===== src/rtl/fpx_pkg.sv =====
package fpx_pkg;
  localparam int NFLAG     = 5;
  localparam int CUR_LSB   = 0;
  localparam int ACC_LSB   = 5;
  localparam int TTYPE_LSB = 14;
  localparam int TTYPE_W   = 3;
  localparam int ENA_LSB   = 23;
  localparam int MIN_STAT_W = ENA_LSB + NFLAG;
  localparam logic [TTYPE_W-1:0] TTYPE_IEEE = 3'd1;

  typedef logic [NFLAG-1:0] flags_t;
endpackage


===== src/rtl/fpx_rst_sync.sv =====
module fpx_rst_sync #(
  parameter int STAGES = 2
) (
  input  logic clk,
  input  logic rst_n,
  output logic rst_sync_n
);
  logic [STAGES-1:0] sync_q;

  always_ff @(posedge clk or negedge rst_n) begin
    if (!rst_n) sync_q <= '0;
    else        sync_q <= {sync_q[STAGES-2:0], 1'b1};
  end

  assign rst_sync_n = sync_q[STAGES-1];
endmodule


===== src/rtl/fpx_trap_eval.sv =====
module fpx_trap_eval
  import fpx_pkg::*;
(
  input  flags_t raw_flags,
  input  flags_t enables,
  output logic   take_trap,
  output flags_t single_flag
);
  flags_t masked;
  flags_t seen_above;

  assign masked    = raw_flags & enables;
  assign take_trap = |masked;

  // Highest bit wins: invalid (4) down to inexact (0).
  generate
    for (genvar i = NFLAG - 1; i >= 0; i--) begin : g_prio
      if (i == NFLAG - 1) begin : g_top
        assign seen_above[i] = 1'b0;
      end else begin : g_rest
        assign seen_above[i] = seen_above[i+1] | masked[i+1];
      end
      assign single_flag[i] = masked[i] & ~seen_above[i];
    end
  endgenerate
endmodule


===== src/rtl/fpx_field_merge.sv =====
module fpx_field_merge
  import fpx_pkg::*;
#(
  parameter int STAT_W = 32
) (
  input  logic [STAT_W-1:0] stat_in,
  input  flags_t            raw_flags,
  input  logic              take_trap,
  input  flags_t            single_flag,
  output logic [STAT_W-1:0] stat_next
);
  flags_t cur_new;
  flags_t acc_old;

  assign acc_old = stat_in[ACC_LSB +: NFLAG];
  assign cur_new = take_trap ? single_flag : raw_flags;

  always_comb begin
    stat_next = stat_in;
    stat_next[CUR_LSB +: NFLAG] = cur_new;
    if (take_trap) begin
      stat_next[TTYPE_LSB +: TTYPE_W] = TTYPE_IEEE;
    end else begin
      stat_next[ACC_LSB +: NFLAG] = acc_old | raw_flags;
    end
  end
endmodule


===== src/rtl/fpx_status_recorder.sv =====
module fpx_status_recorder
  import fpx_pkg::*;
#(
  parameter int STAT_W = 32
) (
  input  logic              clk,
  input  logic              rst_n,
  input  logic              op_valid,
  input  logic [NFLAG-1:0]  op_flags,
  input  logic [STAT_W-1:0] stat_in,
  output logic [STAT_W-1:0] stat_out,
  output logic              trap_req,
  output logic              pc_adv
);
  logic              rst_sync_n;
  logic              take_trap;
  flags_t            single_flag;
  logic [STAT_W-1:0] stat_next;

  logic [STAT_W-1:0] stat_q, stat_d;
  logic              trap_q, trap_d;
  logic              adv_q, adv_d;

  fpx_rst_sync #(.STAGES(2)) u_rst_sync (
    .clk        (clk),
    .rst_n      (rst_n),
    .rst_sync_n (rst_sync_n)
  );

  fpx_trap_eval u_trap_eval (
    .raw_flags   (op_flags),
    .enables     (stat_in[ENA_LSB +: NFLAG]),
    .take_trap   (take_trap),
    .single_flag (single_flag)
  );

  fpx_field_merge #(.STAT_W(STAT_W)) u_field_merge (
    .stat_in     (stat_in),
    .raw_flags   (op_flags),
    .take_trap   (take_trap),
    .single_flag (single_flag),
    .stat_next   (stat_next)
  );

  always_comb begin
    stat_d = stat_q;
    trap_d = 1'b0;
    adv_d  = 1'b0;
    if (op_valid) begin
      stat_d = stat_next;
      trap_d = take_trap;
      adv_d  = ~take_trap;
    end
  end

  always_ff @(posedge clk or negedge rst_sync_n) begin
    if (!rst_sync_n) begin
      stat_q <= '0;
      trap_q <= 1'b0;
      adv_q  <= 1'b0;
    end else begin
      stat_q <= stat_d;
      trap_q <= trap_d;
      adv_q  <= adv_d;
    end
  end

  assign stat_out = stat_q;
  assign trap_req = trap_q;
  assign pc_adv   = adv_q;

  initial begin
    assert (STAT_W >= MIN_STAT_W) else $error("STAT_W too small for field layout");
  end

  assert_pulse_excl_R2: assert property (@(posedge clk) disable iff (!rst_sync_n)
    !(trap_req && pc_adv));

  assert_pulse_needs_strobe_R9: assert property (@(posedge clk) disable iff (!rst_sync_n)
    !$past(op_valid) |-> (!trap_req && !pc_adv && $stable(stat_out)));

  assert_single_cause_R3: assert property (@(posedge clk) disable iff (!rst_sync_n)
    trap_req |-> $onehot0(stat_out[CUR_LSB +: NFLAG]) && (stat_out[CUR_LSB +: NFLAG] != '0));

  assert_trap_type_R6: assert property (@(posedge clk) disable iff (!rst_sync_n)
    trap_req |-> stat_out[TTYPE_LSB +: TTYPE_W] == TTYPE_IEEE);

  assert_accrued_merge_R5: assert property (@(posedge clk) disable iff (!rst_sync_n)
    pc_adv |-> stat_out[ACC_LSB +: NFLAG] ==
               ($past(stat_in[ACC_LSB +: NFLAG]) | $past(op_flags)));

  assert_accrued_kept_R5: assert property (@(posedge clk) disable iff (!rst_sync_n)
    trap_req |-> stat_out[ACC_LSB +: NFLAG] == $past(stat_in[ACC_LSB +: NFLAG]));

  assert_cur_replaced_R4: assert property (@(posedge clk) disable iff (!rst_sync_n)
    pc_adv |-> stat_out[CUR_LSB +: NFLAG] == $past(op_flags));
endmodule


===== config.mk =====
export PLATFORM = sky130hd
export DESIGN_NAME = fpx_status_recorder
export DESIGN_NICKNAME = d
export VERILOG_FILES = /design/src/rtl/fpx_pkg.sv /design/src/rtl/fpx_rst_sync.sv /design/src/rtl/fpx_trap_eval.sv /design/src/rtl/fpx_field_merge.sv /design/src/rtl/fpx_status_recorder.sv
export SDC_FILE = /design/constraint.sdc
export NUM_CORES = 1
export LEC_CHECK = 0
export BUFFER_PORTS_ARGS = -buffer_cell sky130_fd_sc_hd__buf_2
export CAP_MARGIN = 20
export CORE_ASPECT_RATIO = 0.5
export CORE_MARGIN = 1
export CORE_UTILIZATION = 23
export CTS_CLUSTER_SIZE = 40
export DETAILED_ROUTE_END_ITERATION = 10
export GPL_ROUTABILITY_DRIVEN = 0
export GPL_TIMING_DRIVEN = 1
export PLACE_DENSITY_LB_ADDON = 0.2
export RECOVER_POWER = 50
export SYNTH_ARGS = -nofsm -noshare
export SYNTH_HDL_FRONTEND = slang
export SYNTH_SLANG_ARGS = --single-unit

===== constraint.sdc =====
create_clock -name clk -period 1.55 [get_ports clk]
set_input_delay 0.0775 -clock clk [delete_from_list [all_inputs] [get_ports clk]]
set_output_delay 0.0775 -clock clk [all_outputs]
set_load 0.05 [all_outputs]

# Yosys cells after proc, flatten, opt, wreduce, memory -nomap -nowiden

Index checks and enable logic that the tools add are counted.
Widths: inputs -> output; s select.

Add/sub/neg operators: 0
Multiply operators: 0
Div/mod/pow operators: 0
Magnitude comparators: 0
Equality and inequality tests: 0
Shift operators: 0
Muxes and demuxes: 5
Bitwise operators: 14
Reduce and logical (&&, ||, !) cells: 1

Operators by type and width:

| kind            | number |
|---|---|
| $mux 5          | 2 |
| $and 5x5->5     | 1 |
| $not 1->1       | 5 |
| $or 5x5->5      | 1 |
| $reduce_or 5->1 | 1 |
| $and 1x1->1     | 4 |
| $mux 3          | 1 |
| $or 1x1->1      | 3 |
| $mux 1          | 2 |

Register bits after elaboration: 36
Bits in latches: 0
Bits in writable memories: 0
ROM bits: 0
Input port bits: 40
Word-level logic and storage cells: 24
Memories: 0

# Longest topological paths before layout

Gate-level depths: netlist of run 1.

Depth after elaboration: 7
Gate-level depth with buffers: 4
Mapped depth without buffers: 3

# Cells and area by module

From an unflattened synthesis of run 1, not the netlist that was laid out.

Cell total of the unflattened synthesis: 128
Area total of the unflattened synthesis: 1784.2 µm²

By module, submodules not included:

| module              | times used | cells an instance | area an instance (µm²) | sequential area each (µm²) |
|---|---|---|---|---|
| fpx_status_recorder | 1          | 72                | 1395.1                 | 850.8 |
| fpx_field_merge     | 1          | 43                | 272.8                  | 0.0 |
| fpx_trap_eval       | 1          | 10                | 62.6                   | 0.0 |
| fpx_rst_sync        | 1          | 3                 | 53.8                   | 50.0 |

# Worst setup path after synthesis of run 1

Ideal clock, no wire load.

Path type: in2reg
From: in op_flags[3]
To: reg stat_q[14], in the netlist stat_out[14]
Setup time: 121 ps
Data arrival time: 1008 ps
Path slack: 420 ps
Stages on the path: 3
Path through: a222oi_1 nand3_2 o22a_1

Longest elaborated chain between the ends: 3

RTL lines:

| what                 | RTL line                  | text |
|---|---|---|
| start, declared      | fpx_status_recorder.sv:9  | `input logic [NFLAG-1:0] op_flags,` |
| $and 5x5->5          | fpx_trap_eval.sv:12       | `assign masked = raw_flags & enables;` |
| $reduce_or 5->1      | fpx_trap_eval.sv:13       | `assign take_trap = \|masked;` |
| $mux 3               | fpx_field_merge.sv:21     | `if (take_trap) begin` |
| end signal, assigned | fpx_status_recorder.sv:62 | `stat_q <= stat_d;` |
| end, declared        | fpx_status_recorder.sv:20 | `logic [STAT_W-1:0] stat_q, stat_d;` |

Every way passes these cells.
A chain may end at the register's enable or synchronous reset.

# Worst setup path in the final report of run 1

From: in op_valid
To: reg stat_q[31], in the netlist stat_out[31]

RTL lines:

| what            | RTL line                 | text |
|---|---|---|
| start, declared | fpx_status_recorder.sv:8 | `input logic op_valid,` |

No word-level cell between the ends.

==> results of run 1 <==
where the power goes:
group / internal, mW / total [mW] / leakage, nW / switching [mW]
clock: 0.846 / 1.20 / 0.0901 / 0.357
combinational: 0.172 / 0.623 / 0.474 / 0.452
sequential: 1.03 / 1.07 / 0.429 / 0.0400
total: 2.05 / 2.89 / 0.994 / 0.848
stage by stage:
stage	setup WS (ns)	hold slack [ns]	utilization, %
floorplan	0.420	-0.218	-
global placement	0.272	-0.136	32.9
detailed placement	0.195	-0.135	32.9
CTS	0.478	0.00397	36.3
global route	0.273	0.0124	35.9
finish	0.394	0.00751	35.9
final timing paths:
path	startpoint	to	slack [ns]	cells past startpoint
setup / recovery	op_valid	stat_out[31]	0.39	3
hold / removal	stat_in[23]	stat_out[5]	0.008	2
setup reg to reg	u_rst_sync.sync_q[1]	stat_out[30]	0.52	1
hold reg to reg	u_rst_sync.sync_q[1]	stat_out[22]	0.06	0
max in group asynchronous	u_rst_sync.sync_q[1]	stat_out[30]	0.52	1
min in group asynchronous	u_rst_sync.sync_q[1]	stat_out[22]	0.06	0
flip-flops by register name (all words and copies together) (netlist names):
name / cells
stat_out: 32
u_rst_sync.sync_q: 2
pc_adv: 1
trap_req: 1
cells in the mapped netlist (all sizes together):
master	n	share of area, %
nand2b	1	0.44
buf	2	0.71
a222oi	1	0.71
dfrtp	36	64
nor2	2	0.53
o22ai	1	0.44
a31oi	2	0.89
o21ai	6	2.1
clkbuf	2	0.53
conb	1	0.27
clkinv	1	0.27
a21oi	2	0.71
nand4	1	0.44
and3	1	0.44
nand3b	1	0.53
mux2	19	15
o31ai	1	0.53
nand2	12	3.2
o2bb2ai	5	3.1
o22a	1	0.62
nand3	1	0.71
mux2i	5	3.6
final cells by class:
cell class / count / area [µm²]
clock buffer: 7 / 153
clock inverter: 1 / 30.0
fill: 586 / 3640
inverter: 1 / 3.75
multi-input combinational: 63 / 485
sequential: 36 / 901
tap: 73 / 91.3
timing repair buffer: 74 / 378
per-layer routing:
| metal | GRT usage (%) | up-vias |
|---|---|---|
| met5 | 0 | - |
| met4 | 5.14 | 0 |
| met3 | 3.61 | 2 |
| met2 | 17.1 | 31 |
| met1 | 14.0 | 520 |
| li1 | - | 529 |
worst max-delay path: stages:
cell and delay, ns:
clkbuf_1 0.38, clkbuf_2 0.46, mux2_2 0.39
cells by family after synthesis:
group           Yosys count  share of synthesized area, %
compound gates           19                          9.16
buf+inv                   5                          1.51
flops                    36                          64.0
mux                      24                          18.8
other cells               1                         0.266
simple gates             19                          6.31
==> qor.yml, run 1 <==
detailed_routing:
  ant_nets: 0
  drt_iter0_markers: 26
  avgViaCountPerCell: 4.24
  wl_met3_um: 144
  wl_met1_um: 1480
  vias: 1082
  dr.pass1.iters: 4
  wirelength_um: 3250
  drc_errors: 0
  routed.top_layer: "met4"
  wl_per_cell_um: 12.8
  wl_met2_um: 1610
timing:
  setup_violations: 0
  tightest_slew_ns: 0.782
  post-route-period-util_pct: 74.6
  timing.final.hold_violations: 0
  fin_worst_skew_ns: 0.00107
  fin_tns_setup_ns: 0
  slew_viol_final: 0
  relSlewSlack_pct: 47.9
  period_needed_ns: 1.16
  fmax_mhz: 865
  rsz0062_at_grt: "false"
synthesis:
  postSynthAreaPerCell_um2: 13.5
  yosys.cell_types.count: 23
  syn-cell-area_um2: 1410
  synth-seq-cells: 36
  ys_seq_area_share_pct: 64.0
  syn_inst: 104
  syn_nets: 144
  yosysWarnings: 0
die:
  floorplan.die.height_um: 57.3
  rows: 19
  fp.coreArea_um2: 5680
  die_w_um: 113
  initial_utilization_pct: 24.8
  io_pins: 74
  dieArea_um2: 6460
min_path:
  hold_class: "in -> reg"
placed_design:
  hpwl_um: 2490
  placedCellCount: 246
  dpl_cell_area_um2: 1870
  io_buffers: 68
pwr:
  p_total_mw: 2.89
  leakagePower_nw: 0.994
  p_per_area_nw_per_um2: 1420
  peakVddDrop_uv: 492
global_routing:
  overflow: 0
  grt_pass1_wl_um: 5370
  antenna_found_initial: 0
  grt_max_degree: 32
  grt_pass1_vias: 1094
  grt_usage_pct: 11.0
clock_tree:
  cts_tree: "built"
  ctsResizeCount: 0
  cts_buffers: 5
  clock-sinks: 36
  cts_setup_buffers: 0
  clock_tree.htree_level_count: 2
  hold_buffers: 1
  clk_latency_ns: 0.27
  cts_max_path_buffers: 2
  clkTransAtPathRegs_ns: 0.05
  cts-root-buf: "clkbuf_16"
worst_setup_path:
  arrival_ns: 1.31
  criticalPathCategory: "in -> reg"
  cp_max_fo: 16
  crit_required_ns: 1.71
  endpoint_kind: "register"
  cp-start-kind: "input pin"
finish:
  layout_commonest_cell: "buf_2"
  finalNonFillerCells: 255
  layout_common_cells: "66 x buf_2, 36 x dfrtp_1, 19 x mux2_2, 12 x nand2_1"
  fin_area_um2: 2040
  n_antenna_cell: 0
  nets: 221
  drive_gt1_share_pct: 54.4
  syn_to_final_growth_pct: 45.1
run:
  cap_violations: 0
run_status:
  status: "completed"
No activity file was read; power rests on OpenSTA's default activity.
==> run 2, diff against run 1 <==
clock period = 1.2 ns   (was 1.55 ns; I/O delays follow)
==> qor.yml, run 2 (synthesis results as in run 1) <==
detailed_routing:
  vias: 1125  # was 1,082
  wl_per_cell_um: 12.8  # about the same
  ant_nets: 0  # unchanged
  drc_errors: 0  # unchanged
  drt_iter0_markers: 44  # was 26
  wirelength_um: 3260  # was 3250 µm
  avgViaCountPerCell: 4.41  # was 4.24
  dr.pass1.iters: 4  # unchanged
clock_tree:
  cts_max_path_buffers: 2  # unchanged
  cts-root-buf: "clkbuf_16"  # unchanged
  clk_latency_ns: 0.27  # about the same
  cts_tree: "built"  # unchanged
  clock-sinks: 36  # unchanged
  clkTransAtPathRegs_ns: 0.05  # about the same
  clock_tree.htree_level_count: 2  # unchanged
  cts_buffers: 5  # unchanged
global_routing:
  antenna_found_initial: 0  # unchanged
  grt_max_degree: 32  # unchanged
  grt_pass1_vias: 1153  # was 1,094
  overflow: 0  # unchanged
  grt_usage_pct: 11.3  # was 11.0%
  grt_pass1_wl_um: 5420  # was 5370 µm
run:
  cap_violations: 0  # unchanged
worst_setup_path:
  cp-start-kind: "input pin"  # unchanged
  crit_required_ns: 1.36  # was 1.71 ns
  reg2reg_depth: 1  # unchanged
  arrival_ns: 1.32  # was 1.31 ns
  endpoint_kind: "register"  # unchanged
  cp_max_fo: 9  # was 16
  criticalPathCategory: "in -> reg"  # unchanged
finish:
  syn_to_final_growth_pct: 46.0  # was 45.1%
  multi_input_area_um2: 485  # unchanged
  drive_gt1_share_pct: 53.3  # was 54.4%
  seq_area_um2: 901  # unchanged
  layout_commonest_cell: "buf_2"  # unchanged
  largest_reg_flops: 32  # unchanged
  fillerInstances: 603  # was 586
  layout_common_cells: "67 x buf_2, 36 x dfrtp_1, 19 x mux2_2, 12 x nand2_1"  # was 66 x buf_2, 36 x dfrtp_1, 19 x mux2_2, 12 x nand2_1
  n_antenna_cell: 0  # unchanged
  postLayoutCoreUtil_pct: 36.2  # was 35.9%
  nets: 221  # unchanged
  finalNonFillerCells: 255  # unchanged
timing:
  timing.final.hold_violations: 0  # unchanged
  fin_worst_skew_ns: 0.00281  # was 0.00107 ns
  fin_tns_setup_ns: 0  # unchanged
  rsz0062_at_grt: "false"  # unchanged
  fmax_mhz: 861
  slew_viol_final: 0  # unchanged
  post-route-period-util_pct: 96.8
  setup_violations: 0  # unchanged
  period_needed_ns: 1.16
die:
  fp.coreArea_um2: 5680  # unchanged
  dieArea_um2: 6460  # unchanged
  floorplan.die.height_um: 57.3  # unchanged
  initial_utilization_pct: 24.8  # unchanged
  io_pins: 74  # unchanged
  die_w_um: 113  # unchanged
  rows: 19  # unchanged
placed_design:
  hpwl_um: 2460  # was 2490 µm
  placedCellCount: 245  # was 246
  io_buffers: 68  # unchanged
pwr:
  peakVddDrop_uv: 532  # was 492 µV
  p_per_area_nw_per_um2: 1690  # was 1420 nW/µm²
  leakagePower_nw: 0.993  # was 0.994 nW
run_status:
  status: "completed"  # unchanged
min_path:
  whs_path_depth: 3  # was 2
  hold_class: "in -> reg"  # unchanged
[run 2: cell count changes in the layout (fill, tap and decap cells not counted)]
cell           previous run  this run
buf_2                    66        67
clkbuf_8                  2         1
clkbuf_1                  2         3
clkbuf_2                  3         0
buf_4                     2         1
bufinv_16                 1         0
buf_12                    0         3
dlygate4sd3_1             1         2
[run 2: through the flow]
stage | worst slack, ns | instance area [µm²] | hold slack (ns) | power (mW)
6_report | 0.0390 | 2050 | 0.00815 | 3.48
5_1_grt | 0.0101 | 2050 | 0.0182 | 3.66
3_5_place_dp | -0.0444 | 1890 | -0.152 | 2.24
4_1_cts | 0.0631 | 2060 | 0.00537 | 3.54
2_1_floorplan | 0.0880 | 1410 | -0.236 | 1.98
3_3_place_gp | -0.0188 | 1890 | -0.154 | 2.23
[run 2: timing repair]
item | CTS | global route
setup endpoints to repair | 0 | 0
setup buffers | 0 | 0
hold endpoints to repair | 3 | 0
hold buffers | 2 | 0
gates resized for setup | 0 | 0
[run 2: cell type report]
cell class	count	area share [%]
sequential	36	43.8
multi-input combinational	63	23.6
timing repair buffer	74	20.8
clock buffer	8	7.13
tap	73	4.45
inverter	1	0.183
[run 2: path summary, 6_finish.rpt]
check | from | endpoint | slack, ns
min in group asynchronous | u_rst_sync.sync_q[1] | stat_out[13] | 0.08
max in group asynchronous | u_rst_sync.sync_q[1] | stat_out[25] | 0.69
min reg2reg | u_rst_sync.sync_q[1] | stat_out[13] | 0.08
max | stat_in[23] | stat_out[14] | 0.04
max reg2reg | stat_out[22] | stat_out[22] | 0.45
min | stat_in[5] | stat_out[5] | 0.008
[run 2: per-layer routing]
metal | track usage [%] | wire length, µm | up-vias | share of wire, %
met5 | 0 | 0 | - | 0
met4 | 5.90 | 40 | 0 | 1.2
met3 | 3.83 | 138 | 5 | 4.2
met2 | 17.6 | 1650 | 25 | 51
met1 | 14.2 | 1430 | 567 | 44
li1 | - | - | 528 | -
[run 2: power breakdown]
group          leakage, nW  internal [mW]  switching, mW
logic                0.492          0.239          0.584
registers            0.429           1.33         0.0532
clock network       0.0712          0.827          0.443
total                0.993           2.40           1.08
[run 2: worst max-delay path, cell delays in order]
cell and delay [ns]:
dlygate4sd3_1 0.54, buf_2 0.14, nand2_1 0.15, nand3_2 0.20
o22a_1 0.23
